===== src/rtl/pmc_slice_pkg.sv =====
package pmc_slice_pkg;
  localparam int CODE_W = 8;
  localparam int THR_W  = 8;

  typedef struct packed {
    logic [CODE_W-1:0] evsel;
    logic [CODE_W-1:0] umask;
    logic [THR_W-1:0]  thresh;
    logic              invert;
    logic              edge_mode;
    logic              os_en;
    logic              usr_en;
    logic              int_en;
    logic              enable;
  } pmc_cfg_t;
endpackage


===== src/rtl/pmc_lane_match.sv =====
module pmc_lane_match
  import pmc_slice_pkg::*;
#(
  parameter int NUM_LANES = 4,
  parameter int AMT_W     = 4,
  parameter int SUM_W     = 6
) (
  input  logic [NUM_LANES-1:0]        lane_valid,
  input  logic [NUM_LANES*CODE_W-1:0] lane_code,
  input  logic [NUM_LANES*CODE_W-1:0] lane_umask,
  input  logic [NUM_LANES*AMT_W-1:0]  lane_amt,
  input  logic [CODE_W-1:0]           sel_code,
  input  logic [CODE_W-1:0]           sel_umask,
  output logic [SUM_W-1:0]            ev_sum
);
  logic [NUM_LANES-1:0] hit;

  // One comparator per lane: code equality plus mask overlap.
  for (genvar g = 0; g < NUM_LANES; g++) begin : g_lane
    assign hit[g] = lane_valid[g]
                  && (lane_code[g*CODE_W +: CODE_W] == sel_code)
                  && ((lane_umask[g*CODE_W +: CODE_W] & sel_umask) != '0);
  end

  always_comb begin
    ev_sum = '0;
    for (int i = 0; i < NUM_LANES; i++) begin
      if (hit[i]) ev_sum = ev_sum + SUM_W'(lane_amt[i*AMT_W +: AMT_W]);
    end
  end
endmodule


===== src/rtl/pmc_qualify.sv =====
module pmc_qualify
  import pmc_slice_pkg::*;
#(
  parameter int SUM_W = 6
) (
  input  logic             clk,
  input  logic             rst,
  input  logic             enable,
  input  logic [THR_W-1:0] thresh,
  input  logic             invert,
  input  logic             edge_mode,
  input  logic             os_en,
  input  logic             usr_en,
  input  logic [1:0]       priv_level,
  input  logic [SUM_W-1:0] ev_sum,
  output logic [SUM_W-1:0] incr
);
  localparam int CMP_W = (SUM_W > THR_W) ? SUM_W : THR_W;

  logic             priv_ok;
  logic             thr_zero;
  logic             cmp_hit;
  logic             cond;
  logic             prev_q;
  logic [CMP_W-1:0] sum_x;
  logic [CMP_W-1:0] thr_x;

  // Neither privilege class enabled means both are counted.
  always_comb begin
    if (!os_en && !usr_en)    priv_ok = 1'b1;
    else if (priv_level == 0) priv_ok = os_en;
    else                      priv_ok = usr_en;
  end

  assign sum_x    = CMP_W'(ev_sum);
  assign thr_x    = CMP_W'(thresh);
  assign thr_zero = (thresh == '0);
  assign cmp_hit  = invert ? (sum_x < thr_x) : (sum_x >= thr_x);
  assign cond     = enable && priv_ok && (thr_zero ? (ev_sum != '0) : cmp_hit);

  always_comb begin
    if (!enable || !priv_ok) incr = '0;
    else if (edge_mode)      incr = SUM_W'(cond && !prev_q);
    else if (thr_zero)       incr = ev_sum;
    else                     incr = SUM_W'(cond);
  end

  // Condition history; forced false while counting is disabled.
  always_ff @(posedge clk) begin
    if (rst)         prev_q <= 1'b0;
    else if (enable) prev_q <= cond;
    else             prev_q <= 1'b0;
  end

  // after an edge-mode increment, a held condition adds nothing more.
  assert_edge_once_R5: assert property (@(posedge clk) disable iff (rst)
    (edge_mode && incr != '0) |=> (incr == '0 || !edge_mode));
endmodule


===== src/rtl/pmc_accum.sv =====
module pmc_accum #(
  parameter int CNT_W = 48,
  parameter int INC_W = 6
) (
  input  logic             clk,
  input  logic             rst,
  input  logic [INC_W-1:0] incr,
  input  logic             wr_en,
  input  logic [CNT_W-1:0] wr_data,
  input  logic             ovf_clr,
  input  logic             int_en,
  output logic [CNT_W-1:0] count,
  output logic             ovf,
  output logic             irq
);
  logic [CNT_W:0] sum_full;
  logic           carry;
  logic           ovf_next;

  assign sum_full = {1'b0, count} + (CNT_W+1)'(incr);
  assign carry    = sum_full[CNT_W];
  assign ovf_next = (ovf && !ovf_clr) || (carry && !wr_en);

  always_ff @(posedge clk) begin
    if (rst) begin
      count <= '0;
      ovf   <= 1'b0;
      irq   <= 1'b0;
    end else begin
      count <= wr_en ? wr_data : sum_full[CNT_W-1:0];
      ovf   <= ovf_next;
      irq   <= ovf_next && int_en;
    end
  end

  // a carry without a write sets the flag.
  assert_carry_sets_flag_R9: assert property (@(posedge clk) disable iff (rst)
    (carry && !wr_en) |=> ovf);
  // the flag is sticky until cleared.
  assert_flag_sticky_R9: assert property (@(posedge clk) disable iff (rst)
    (ovf && !ovf_clr) |=> ovf);
endmodule


===== src/rtl/pmc_slice.sv =====
module pmc_slice
  import pmc_slice_pkg::*;
#(
  parameter int NUM_LANES = 4,
  parameter int AMT_W     = 4,
  parameter int CNT_W     = 48
) (
  input  logic                        clk,
  input  logic                        rst,
  input  logic [NUM_LANES-1:0]        lane_valid,
  input  logic [NUM_LANES*CODE_W-1:0] lane_code,
  input  logic [NUM_LANES*CODE_W-1:0] lane_umask,
  input  logic [NUM_LANES*AMT_W-1:0]  lane_amt,
  input  logic [1:0]                  priv_level,
  input  logic                        cfg_we,
  input  logic [CODE_W-1:0]           cfg_evsel,
  input  logic [CODE_W-1:0]           cfg_umask,
  input  logic [THR_W-1:0]            cfg_thresh,
  input  logic                        cfg_invert,
  input  logic                        cfg_edge,
  input  logic                        cfg_os,
  input  logic                        cfg_usr,
  input  logic                        cfg_int_en,
  input  logic                        cfg_enable,
  input  logic                        cnt_we,
  input  logic [CNT_W-1:0]            cnt_wdata,
  input  logic                        ovf_clr,
  output logic [CNT_W-1:0]            count,
  output logic                        ovf_flag,
  output logic                        irq
);
  localparam int MAX_SUM = NUM_LANES * ((1 << AMT_W) - 1);
  localparam int SUM_W   = $clog2(MAX_SUM + 1);

  pmc_cfg_t         cfg_q;
  logic [SUM_W-1:0] ev_sum;
  logic [SUM_W-1:0] incr;

  always_ff @(posedge clk) begin
    if (rst) begin
      cfg_q <= '0;
    end else if (cfg_we) begin
      cfg_q.evsel     <= cfg_evsel;
      cfg_q.umask     <= cfg_umask;
      cfg_q.thresh    <= cfg_thresh;
      cfg_q.invert    <= cfg_invert;
      cfg_q.edge_mode <= cfg_edge;
      cfg_q.os_en     <= cfg_os;
      cfg_q.usr_en    <= cfg_usr;
      cfg_q.int_en    <= cfg_int_en;
      cfg_q.enable    <= cfg_enable;
    end
  end

  pmc_lane_match #(.NUM_LANES(NUM_LANES), .AMT_W(AMT_W), .SUM_W(SUM_W)) u_match (
    .lane_valid (lane_valid),
    .lane_code  (lane_code),
    .lane_umask (lane_umask),
    .lane_amt   (lane_amt),
    .sel_code   (cfg_q.evsel),
    .sel_umask  (cfg_q.umask),
    .ev_sum     (ev_sum)
  );

  pmc_qualify #(.SUM_W(SUM_W)) u_qual (
    .clk        (clk),
    .rst        (rst),
    .enable     (cfg_q.enable),
    .thresh     (cfg_q.thresh),
    .invert     (cfg_q.invert),
    .edge_mode  (cfg_q.edge_mode),
    .os_en      (cfg_q.os_en),
    .usr_en     (cfg_q.usr_en),
    .priv_level (priv_level),
    .ev_sum     (ev_sum),
    .incr       (incr)
  );

  pmc_accum #(.CNT_W(CNT_W), .INC_W(SUM_W)) u_acc (
    .clk     (clk),
    .rst     (rst),
    .incr    (incr),
    .wr_en   (cnt_we),
    .wr_data (cnt_wdata),
    .ovf_clr (ovf_clr),
    .int_en  (cfg_q.int_en),
    .count   (count),
    .ovf     (ovf_flag),
    .irq     (irq)
  );

  // a software write lands on the next clock regardless of events.
  assert_write_wins_R8: assert property (@(posedge clk) disable iff (rst)
    cnt_we |=> (count == $past(cnt_wdata)));
  // disabled counting holds the value.
  assert_hold_disabled_R7: assert property (@(posedge clk) disable iff (rst)
    (!cfg_q.enable && !cnt_we) |=> $stable(count));
  // threshold or edge mode adds at most one per cycle.
  assert_unit_step_R3: assert property (@(posedge clk) disable iff (rst)
    (!cnt_we && (cfg_q.edge_mode || cfg_q.thresh != '0))
      |=> ((count - $past(count)) <= CNT_W'(1)));
  // the interrupt is never high without the overflow flag.
  assert_irq_needs_flag_R10: assert property (@(posedge clk) disable iff (rst)
    irq |-> ovf_flag);
endmodule


===== config.mk =====
export PLATFORM = sky130hd
export DESIGN_NAME = pmc_slice
export DESIGN_NICKNAME = d
export VERILOG_FILES = /design/src/rtl/pmc_slice_pkg.sv /design/src/rtl/pmc_lane_match.sv /design/src/rtl/pmc_qualify.sv /design/src/rtl/pmc_accum.sv /design/src/rtl/pmc_slice.sv
export SDC_FILE = /design/constraint.sdc
export NUM_CORES = 1
export LEC_CHECK = 0
export BUFFER_PORTS_ARGS = -buffer_cell sky130_fd_sc_hd__buf_2
export CORE_UTILIZATION = 46
export CTS_BUF_LIST = sky130_fd_sc_hd__clkbuf_8
export DETAILED_ROUTE_END_ITERATION = 10
export PLACE_DENSITY_LB_ADDON = 0.15
export SETUP_SLACK_MARGIN = 0.05
export SYNTH_ARGS = -nofsm -noshare
export SYNTH_HDL_FRONTEND = slang
export SYNTH_HIERARCHICAL = 1
export SYNTH_SLANG_ARGS = --single-unit
export TNS_END_PERCENT = 5

===== constraint.sdc =====
create_clock -name clk -period 8.2 [get_ports clk]
set_input_delay 1.64 -clock clk [delete_from_list [all_inputs] [get_ports clk]]
set_output_delay 1.64 -clock clk [all_outputs]
set_load 0.01 [all_outputs]

==> impl_metrics.toml <==
[timing]
finalCriticalPeriod_ps = 8150
period_share = 0.994
tightest_slew_ps = 910
hold_viol = 0
finalSetupViolations = 0
fin_skew_ps = 8.45
rsz0062_at_grt = "true"
max_freq_ghz = 0.123
slew_violations = 0
relSlewSlack = 0.393

[synth]
synth_compound_area_frac = 0.204
synthFlopType = "dfxtp_1"
async_reset_ff_frac = 0
synth_top_area_share = 0.292
synth_fa_ha_area_frac = 0.0707
synthTopCellsByArea = "dfxtp_1 (29%), mux2i_1 (6.1%), ha_1 (5.6%), nor2_1 (5.3%), xnor2_1 (5.2%)"
syn_area_um2 = 5550
synth_top_area_cell = "dfxtp_1"
yosysSeqAreaShare = 0.292
post_synth.cell_area_avg_um2 = 8.62
muxShareOfSynthArea = 0.0660
synth-xor-area-share = 0.0993
yosysWarnings = 6
synthesis.nets = 842
synthSimpleGateAreaFrac = 0.210
synth_cell_type_count = 61
ys_ff_latch = 81
syn_inst = 644
synth_top_family_by_area = "simple AND/OR/NAND/NOR gates"
synth_edf_count = 0

[routing]
highest_layer = "met4"
dr.pass1.iters = 10
wl_mm = 15.9
drt_iter0_markers = 369
drcViolationCount = 14
wl_per_cell_um = 15.4
met2WireLength_mm = 8.06
ant_nets = 0
dr_wl_met3_um = 988
route.vias.total = 5685
wl_met1_mm = 6.56
vias_per_cell = 5.51

[floorplan]
die_w_um = 112
dieArea_um2 = 12500
rows = 39
core_area_um2 = 11600
start_util = 0.478
io-pin-count = 219
die_h_um = 112

[critical_path]
arrival_ps = 8370
cp-start-kind = "input port"
crit_type = "in -> reg"
critPathCaptureType = "flop"
crit_fanout = 8
cp_data_required_time_ps = 8420
cpMaxStageDelayCell = "fa_1"
cpPeakStageDelay_ps = 490

[finish]
finalNetCount = 1082
area_growth_pct = 32.3
final_common_cell = "buf_2"
num_antenna_cells = 0
final_cell_mix = "buf_2 (218), dfxtp_1 (81), nor2_1 (79)"
drive_above_1_share = 0.365
instances_no_fill = 1031
fill_cells = 1021
final_util = 0.633

[clock_network]
clk_path_buf_depth = 2
h-tree-depth = 3
cts_buffers = 9
cts_sinks = 81
cts_tree = "done"
clkTransAtPathRegs_ps = 80
clkLatencyLatePin_ps = 380
cts-root-buf = "clkbuf_8"

[power_and_ir_drop]
cellPowerDensity_nw_per_um2 = 125
vdd_drop_max_uv = 63.8
cellLeakagePower_nw = 3.32

[placement]
dpl.hpwl_mm = 12.1
gp_congestion = 0.854
dp_cells = 1009
port_buffers = 218

[grt]
grt_max_degree = 84
antenna_found_initial = 1
grt_pass1_wl_mm = 25.6
grt-ovfl-total = 0
grt_pass1_vias = 5555
grtUsageTotal = 0.253

[outcome]
status = "finished with violations"
failed_checks = "design-rule violations"

[hold_path]
min_path_type = "reg -> reg"

[job]
maxCapViolCount = 0
==> per-layer routing <==
| layer | GRT usage | vias to the layer above |
|---|---|---|
| li1 | - | 2855 |
| met4 | 0.0919 | 0 |
| met3 | 0.0724 | 21 |
| met5 | 0 | - |
| met1 | 0.284 | 2637 |
| met2 | 0.453 | 172 |
==> cell families (layout without fill, tap and decap cells) <==
| family | count (synthesis) | in the layout |
|---|---|---|
| mux | 36 | 36 |
| compound gates | 145 | 145 |
| simple gates | 223 | 223 |
| buf+inv | 67 | 311 |
| fa+ha+maj | 29 | 29 |
| xor+xnor | 63 | 63 |
| flops | 81 | 81 |
==> cell usage after synthesis (all sizes together) (16+ instances only) <==
library cell and number:
clkbuf 29, a311oi 20, nand4 19, mux2i 34, inv 31, xor2 30, xnor2 33, nand2 31
nand3 16, or4 16, nor2 79, a21oi 17, a211oi 22, dfxtp 81, ha 25
==> path summary, 6_finish.rpt <==
path | endpoint | cells after the start | slack [ps] | start
setup reg to reg | u_acc/count[26]$_SDFF_PP0_ | 35 | 930 | cfg_q[27]$_SDFFE_PP0P_
hold reg to reg | u_acc/irq$_SDFF_PP0_ | 1 | 480 | cfg_q[1]$_SDFFE_PP0P_
hold / removal | u_acc/irq$_SDFF_PP0_ | 1 | 480 | cfg_q[1]$_SDFFE_PP0P_
setup / recovery | u_acc/count[26]$_SDFF_PP0_ | 36 | 50 | lane_code[3]
==> flip-flops by register name, summed over array words and instances (netlist names) <==
signal / flops
u_acc/ovf: 1
u_acc/count: 48
u_qual/prev_q: 1
cfg_q: 30
u_acc/irq: 1
==> what timing repair did <==
item                                    in CTS  in global routing
hold buffers                                 0                  0
endpoints found under the setup margin      33                 39
setup buffers                                1                  6
gates resized for setup                      9                 23
pin swaps                                   14                 32
endpoints found under the hold margin        0                  0
==> cell type report <==
cell class / count / area, um2 / share of cell area
clock buffer: 11 / 151 / 0.0206
clock inverter: 4 / 21.3 / 0.00290
tap: 143 / 179 / 0.0244
timing repair buffer: 265 / 1460 / 0.199
multi-input combinational: 496 / 3790 / 0.516
sequential: 81 / 1620 / 0.221
inverter: 31 / 116 / 0.0158
==> critical path: cells and delay by family <==
family | cells | cell delay (ps)
compound gates | 12 | 2240
fa+ha+maj | 7 | 2070
simple gates | 6 | 790
buf+inv | 6 | 640
mux | 2 | 570
xor+xnor | 3 | 440
==> stage by stage <==
step	setup TNS (ps)	hold WS [ps]	power (mW)	setup slack (ps)	cell area, um2
6_report	0	484	0.915	47.3	7350
5_1_grt	-5830	507	0.963	-284	7350
2_1_floorplan	-477	452	0.561	-68.2	5590
4_1_cts	-128	489	0.918	-60.8	7180
3_5_place_dp	-19990	473	0.648	-726	6960
3_3_place_gp	-14080	467	0.640	-531	6960
==> report_power, final <==
group,switching [mW],internal [mW],total [mW]
registers,0.0329,0.418,0.451
logic,0.0948,0.0989,0.194
clock network,0.147,0.123,0.270
total,0.275,0.640,0.915
No activity file was read; power rests on OpenSTA's default activity.
